$ cat src/rtl/irq_arb_pkg.sv
package irq_arb_pkg;

  typedef enum logic [1:0] {
    GK_NONE   = 2'd0,
    GK_NORMAL = 2'd1,
    GK_CATCH  = 2'd2
  } grant_kind_e;

  // medium urgency: neither the most urgent nor the least urgent code
  function automatic logic lvl_is_medium(input logic [1:0] lvl);
    return (lvl != 2'd0) && (lvl != 2'd3);
  endfunction

endpackage

$ cat src/rtl/irq_src_cond.sv
module irq_src_cond #(
  parameter int N_GRP = 8,
  parameter int FPG   = 2,
  parameter int LVL_W = 2
) (
  input  logic                   clk,
  input  logic                   rst,
  input  logic [N_GRP*FPG-1:0]   flag_i,
  input  logic [N_GRP-1:0]       en_i,
  input  logic [N_GRP*LVL_W-1:0] lvl_i,
  input  logic                   stop_i,
  output logic [N_GRP-1:0]       elig_o,
  output logic                   unh_set_o
);
  import irq_arb_pkg::*;

  logic [N_GRP-1:0] pend;
  logic [N_GRP-1:0] pend_q;
  logic [N_GRP-1:0] unh_hit;

  genvar g;
  generate
    for (g = 0; g < N_GRP; g++) begin : g_grp
      logic [LVL_W-1:0] lvl;
      logic             med;
      logic             stop_block;
      assign lvl        = lvl_i[g*LVL_W +: LVL_W];
      assign med        = lvl_is_medium(2'(lvl));
      assign stop_block = stop_i & med;
      assign pend[g]    = |flag_i[g*FPG +: FPG];
      assign elig_o[g]  = pend[g] & en_i[g] & ~stop_block;
      assign unh_hit[g] = pend[g] & ~pend_q[g] & (~en_i[g] | stop_block);
    end
  endgenerate

  always_ff @(posedge clk) begin
    if (rst) pend_q <= '0;
    else     pend_q <= pend;
  end

  assign unh_set_o = |unh_hit;

endmodule

$ cat src/rtl/irq_level_arb.sv
module irq_level_arb #(
  parameter int N_GRP = 8,
  parameter int LVL_W = 2,
  parameter int ID_W  = 4
) (
  input  logic [N_GRP-1:0]       elig_i,
  input  logic [N_GRP*LVL_W-1:0] lvl_i,
  output logic                   any_o,
  output logic [ID_W-1:0]        win_o
);
  logic [LVL_W-1:0] best;
  logic             found;

  // tier one: most urgent level among eligible groups
  always_comb begin
    best = '1;
    for (int i = 0; i < N_GRP; i++) begin
      if (elig_i[i] && (lvl_i[i*LVL_W +: LVL_W] < best))
        best = lvl_i[i*LVL_W +: LVL_W];
    end
  end

  // tier two: lowest natural index at that level
  always_comb begin
    win_o = '0;
    found = 1'b0;
    for (int i = 0; i < N_GRP; i++) begin
      if (!found && elig_i[i] && (lvl_i[i*LVL_W +: LVL_W] == best)) begin
        win_o = ID_W'(i);
        found = 1'b1;
      end
    end
  end

  assign any_o = |elig_i;

endmodule

$ cat src/rtl/irq_grant_ctl.sv
module irq_grant_ctl #(
  parameter int               N_GRP      = 8,
  parameter int               ID_W       = 4,
  parameter int               VEC_W      = 16,
  parameter logic [VEC_W-1:0] VEC_BASE   = 16'h0100,
  parameter logic [VEC_W-1:0] VEC_STRIDE = 16'h0010,
  parameter logic [VEC_W-1:0] CATCH_VEC  = 16'h0098
) (
  input  logic             clk,
  input  logic             rst,
  input  logic             gie_i,
  input  logic             pfx_wr_i,
  input  logic             cp_acc_i,
  input  logic             ack_i,
  input  logic             any_i,
  input  logic [ID_W-1:0]  win_i,
  input  logic             unh_set_i,
  output logic             take_o,
  output logic [ID_W-1:0]  id_o,
  output logic [VEC_W-1:0] vec_o
);
  import irq_arb_pkg::*;

  localparam logic [ID_W-1:0] CATCH_ID = ID_W'(N_GRP);

  logic        win_q;
  logic        busy_q;
  logic        unh_q;
  logic        can;
  logic        unh_pend;
  grant_kind_e kind;

  assign can      = gie_i & ~busy_q & ~win_q;
  assign unh_pend = unh_q | unh_set_i;

  always_comb begin
    kind = GK_NONE;
    if (can) begin
      if (unh_pend)   kind = GK_CATCH;
      else if (any_i) kind = GK_NORMAL;
    end
  end

  always_ff @(posedge clk) begin
    if (rst) begin
      win_q  <= 1'b0;
      busy_q <= 1'b0;
      unh_q  <= 1'b0;
      take_o <= 1'b0;
      id_o   <= '0;
      vec_o  <= '0;
    end else begin
      win_q  <= pfx_wr_i | cp_acc_i;
      take_o <= (kind != GK_NONE);
      unh_q  <= (kind == GK_CATCH) ? 1'b0 : unh_pend;
      if (kind != GK_NONE)  busy_q <= 1'b1;
      else if (ack_i)       busy_q <= 1'b0;
      case (kind)
        GK_CATCH: begin
          id_o  <= CATCH_ID;
          vec_o <= CATCH_VEC;
        end
        GK_NORMAL: begin
          id_o  <= win_i;
          vec_o <= VEC_BASE + VEC_W'(win_i) * VEC_STRIDE;
        end
        default: ;
      endcase
    end
  end

endmodule

$ cat src/rtl/irq_arbiter.sv
module irq_arbiter #(
  parameter int               N_GRP      = 8,
  parameter int               FPG        = 2,
  parameter int               LVL_W      = 2,
  parameter int               VEC_W      = 16,
  parameter logic [VEC_W-1:0] VEC_BASE   = 16'h0100,
  parameter logic [VEC_W-1:0] VEC_STRIDE = 16'h0010,
  parameter logic [VEC_W-1:0] CATCH_VEC  = 16'h0098,
  localparam int              ID_W       = $clog2(N_GRP + 1)
) (
  input  logic                   clk,
  input  logic                   rst,
  input  logic [N_GRP*FPG-1:0]   irq_flag_i,
  input  logic [N_GRP-1:0]       grp_en_i,
  input  logic [N_GRP*LVL_W-1:0] grp_lvl_i,
  input  logic                   gie_i,
  input  logic                   stop_i,
  input  logic                   pfx_wr_i,
  input  logic                   cp_acc_i,
  input  logic                   ack_i,
  output logic                   take_o,
  output logic [ID_W-1:0]        src_id_o,
  output logic [VEC_W-1:0]       vec_o
);
  logic [N_GRP-1:0] elig;
  logic             unh_set;
  logic             any_norm;
  logic [ID_W-1:0]  win_id;

  irq_src_cond #(.N_GRP(N_GRP), .FPG(FPG), .LVL_W(LVL_W)) u_cond (
    .clk       (clk),
    .rst       (rst),
    .flag_i    (irq_flag_i),
    .en_i      (grp_en_i),
    .lvl_i     (grp_lvl_i),
    .stop_i    (stop_i),
    .elig_o    (elig),
    .unh_set_o (unh_set)
  );

  irq_level_arb #(.N_GRP(N_GRP), .LVL_W(LVL_W), .ID_W(ID_W)) u_arb (
    .elig_i (elig),
    .lvl_i  (grp_lvl_i),
    .any_o  (any_norm),
    .win_o  (win_id)
  );

  irq_grant_ctl #(
    .N_GRP(N_GRP), .ID_W(ID_W), .VEC_W(VEC_W),
    .VEC_BASE(VEC_BASE), .VEC_STRIDE(VEC_STRIDE), .CATCH_VEC(CATCH_VEC)
  ) u_ctl (
    .clk       (clk),
    .rst       (rst),
    .gie_i     (gie_i),
    .pfx_wr_i  (pfx_wr_i),
    .cp_acc_i  (cp_acc_i),
    .ack_i     (ack_i),
    .any_i     (any_norm),
    .win_i     (win_id),
    .unh_set_i (unh_set),
    .take_o    (take_o),
    .id_o      (src_id_o),
    .vec_o     (vec_o)
  );

endmodule

$ cat config.mk
export PLATFORM = sky130hd
export DESIGN_NAME = irq_arbiter
export DESIGN_NICKNAME = d
export VERILOG_FILES = /design/src/rtl/irq_arb_pkg.sv /design/src/rtl/irq_src_cond.sv /design/src/rtl/irq_level_arb.sv /design/src/rtl/irq_grant_ctl.sv /design/src/rtl/irq_arbiter.sv
export SDC_FILE = /design/constraint.sdc
export NUM_CORES = 1
export LEC_CHECK = 0
export BUFFER_PORTS_ARGS = -buffer_cell sky130_fd_sc_hd__buf_2
export CORE_MARGIN = 2
export CORE_UTILIZATION = 45
export CTS_BUF_LIST = sky130_fd_sc_hd__clkbuf_4 sky130_fd_sc_hd__clkbuf_8 sky130_fd_sc_hd__clkbuf_16
export DETAILED_ROUTE_END_ITERATION = 8
export HOLD_SLACK_MARGIN = 0.15
export PLACE_DENSITY = 0.73
export SETUP_SLACK_MARGIN = 0.15
export SYNTH_ARGS = -nofsm -noshare
export SYNTH_HDL_FRONTEND = slang
export SYNTH_SLANG_ARGS = --single-unit
$ cat constraint.sdc
create_clock -name clk -period 8.97 [get_ports clk]
set_input_delay 0 -clock clk [delete_from_list [all_inputs] [get_ports clk]]
set_output_delay 0 -clock clk [all_outputs]
set_load 0.05 [all_outputs]
==> results.tsv <==
metric	value	unit
rsz0062_at_grt	no	
crit_arrival	5750	ps
worst-path-max-fanout	11	
ys_seq_area_share	18.8	%
place_hpwl	3910	um
io_pins	68	
worstSetupPathType	in -> reg	
vias_per_cell	5.61	
crit_path_cell_trace	dlygate4sd3_1, buf_2, o21ai_1, a211oi_1, or3_4, a2111oi_0, inv_1, ha_1, nor3_2, a31oi_2, mux2_4, inv_1, ha_1, o32a_1, nor2_1, a31o_2, mux2i_1, nor3b_1, mux2i_1, o21ai_0, o31ai_2, o22ai_1	
fin_crit_sh	62.7	%
die_area	4790	um2
groute.usage.overall	23.3	%
clock_latency	260	ps
drtIter0Drc	86	
routedWlPerCell	14.4	um
crit_required	9100	ps
layout_common_cells	buf_2, nor2_1, dlygate4sd3_1, dfxtp_1	
hold_ws	350	ps
wl	5410	um
timing.rr.start	u_cond.pend_q[3]	
fin_skew	6.04	ps
htree_levels	1	
slowest_stage	a2111oi_0	
finalHoldViolCount	0	
critPathLaunch	irq_flag_i[2]	
port_buffers	57	
cts_tree	built	
start_kind	primary input	
final_common_cell	buf_2	
hold_depth	5	
tightest_slew	1010	ps
r2r-end	u_ctl.id_o[1]	
areaGrowthSynthToFinish	30.2	%
clock_tree.root_cell	clkbuf_8	
grt_pass1_vias	2114	
r2r_cells	7	
power.leakage	0.00113	uW
netlist_area	1920	um2
min_path_type	in -> reg	
drv_slew	0	
slowest_delay	750	ps
synth_edf_count	0	
grt_overflow	0	
grt_max_degree	29	
cap_violations	0	
post_cts_resized	0	
cellPowerDensity	124	nW/um2
hold_end	u_ctl.unh_q	
r2r_slack	6360	ps
ys_warn_count	0	
relSlewSlack	32.0	%
syn_avg_cell_area	7.60	um2
synthFlopType	dfxtp_1	
die_x	69.2	um
min-delay-start	irq_flag_i[15]	
first_pass_iters	4	
layout-drive-gt1-share	23.0	%
grt_first_pass_wirelength	9420	um
fin_setup_tns	0	ps
crit_path_end_kind	flop	
path_clk_slew	70	ps
clk_path_buf_depth	2	
power	310	uW
antenna_found_initial	0	
gp_congestion	0.930	
period_needed	5620	ps
fmax	178	MHz
synthArstFlopShare	0	%
numCtsBuffers	3	
ys_ff_latch	18	
core-area	4060	um2
peakVddDrop	77.8	uV
cp.buffers_inverters	4	
num-nets-final	380	
rows	23	
path_delay_family	compound AO/OA/AOI/OAI gates	
drtAntennaViolNets	0	
insertedDiodeCount	0	
status	completed	
dr_total_vias	2108	
clkSinkCount	18	
synthesis.instances	252	
initial_core_util	47.2	%
drc	0	
dieHeight	69.2	um
ys_types	59	
setup-violations-final	0	
-- worst max path at each step --
stage | slack (ps) | depth (start not counted) | end
after floorplan | 4220 | 22 | u_ctl.id_o[2]
after global placement | 3700 | 21 | u_ctl.vec_o[4]
after detailed placement | 3570 | 21 | u_ctl.vec_o[4]
after CTS | 3420 | 22 | u_ctl.vec_o[4]
after global routing | 2840 | 22 | u_ctl.id_o[0]
final | 3350 | 22 | u_ctl.vec_o[4]
-- Yosys cell counts (4+ instances only) --
cell type	number	area (um2)
xor2_1	13	114
clkbuf_1	10	37.5
xnor2_1	6	52.6
mux2i_1	9	90.1
nand2b_1	4	25.0
nand3_1	4	20.0
o21ai_0	11	55.1
nor2_1	33	124
o31ai_1	4	30.0
nand2_1	13	48.8
buf_4	14	105
a211oi_1	11	82.6
inv_1	12	45.0
nor3_1	12	60.1
a21oi_1	13	65.1
ha_1	6	75.1
dfxtp_1	18	360
o21ai_1	4	20.0
-- registers in the layout, summed over array words and instances, names as in the netlist --
name	cells
u_ctl.win_q	1
u_ctl.vec_o	3
u_ctl.unh_q	1
u_ctl.take_o	1
u_cond.pend_q	8
u_ctl.busy_q	1
u_ctl.id_o	3
-- cells by family after synthesis --
| logic type | Yosys count | synth area share (%) |
|---|---|---|
| multiplexers | 12 | 7.25 |
| XOR/XNOR | 19 | 8.69 |
| flip-flops | 18 | 18.8 |
| adder cells (fa/ha/maj) | 6 | 3.92 |
| buffers and inverters | 38 | 10.6 |
| AND/OR/NAND/NOR | 90 | 24.8 |
| AO/OA/AOI/OAI | 68 | 25.7 |
| other | 1 | 0.196 |
-- layout make-up --
type	count	area, um2
Clock buffer	4	55.1
Fill cell	375	1560
Inverter	12	45.0
Multi-Input combinational cell	205	1390
Sequential cell	18	360
Tap cell	50	62.6
Timing Repair Buffer	87	586
-- report_power, final --
| group | internal, uW | switching (uW) |
|---|---|---|
| Combinational | 62.8 | 92.1 |
| Clock | 39.1 | 29.5 |
| Sequential | 84.9 | 1.98 |
-- metal layers --
metal | share of wire [%] | vias to the layer above | GRT usage [%]
met3 | 6.4 | 11 | 3.92
met4 | 2.1 | 0 | 7.19
met2 | 48 | 86 | 39.4
li1 | - | 1041 | -
met1 | 44 | 970 | 30.2
met5 | 0 | - | 0
-- through the flow --
stage / util, % / area, um2 / setup slack, ps / instances
floorplan: - / 1950 / 4220 / 261
global placement: 52.7 / 2140 / 3700 / 342
detailed placement: 52.7 / 2140 / 3570 / 342
CTS: 61.5 / 2490 / 3420 / 376
global route: 61.5 / 2490 / 2840 / 376
finish: 61.5 / 2490 / 3350 / 376
-- worst min-delay path: stages --
cell and delay, ps:
buf_2 90, nor2_1 50, nor3_1 190, nor4_1 130
nor3_1 120
-- repair_timing --
action                    in CTS  in global routing
hold buffers                  30                  0
hold endpoints to repair      14                  0
buffers inserted               0                  0
No activity file was read; power rests on OpenSTA's default activity.
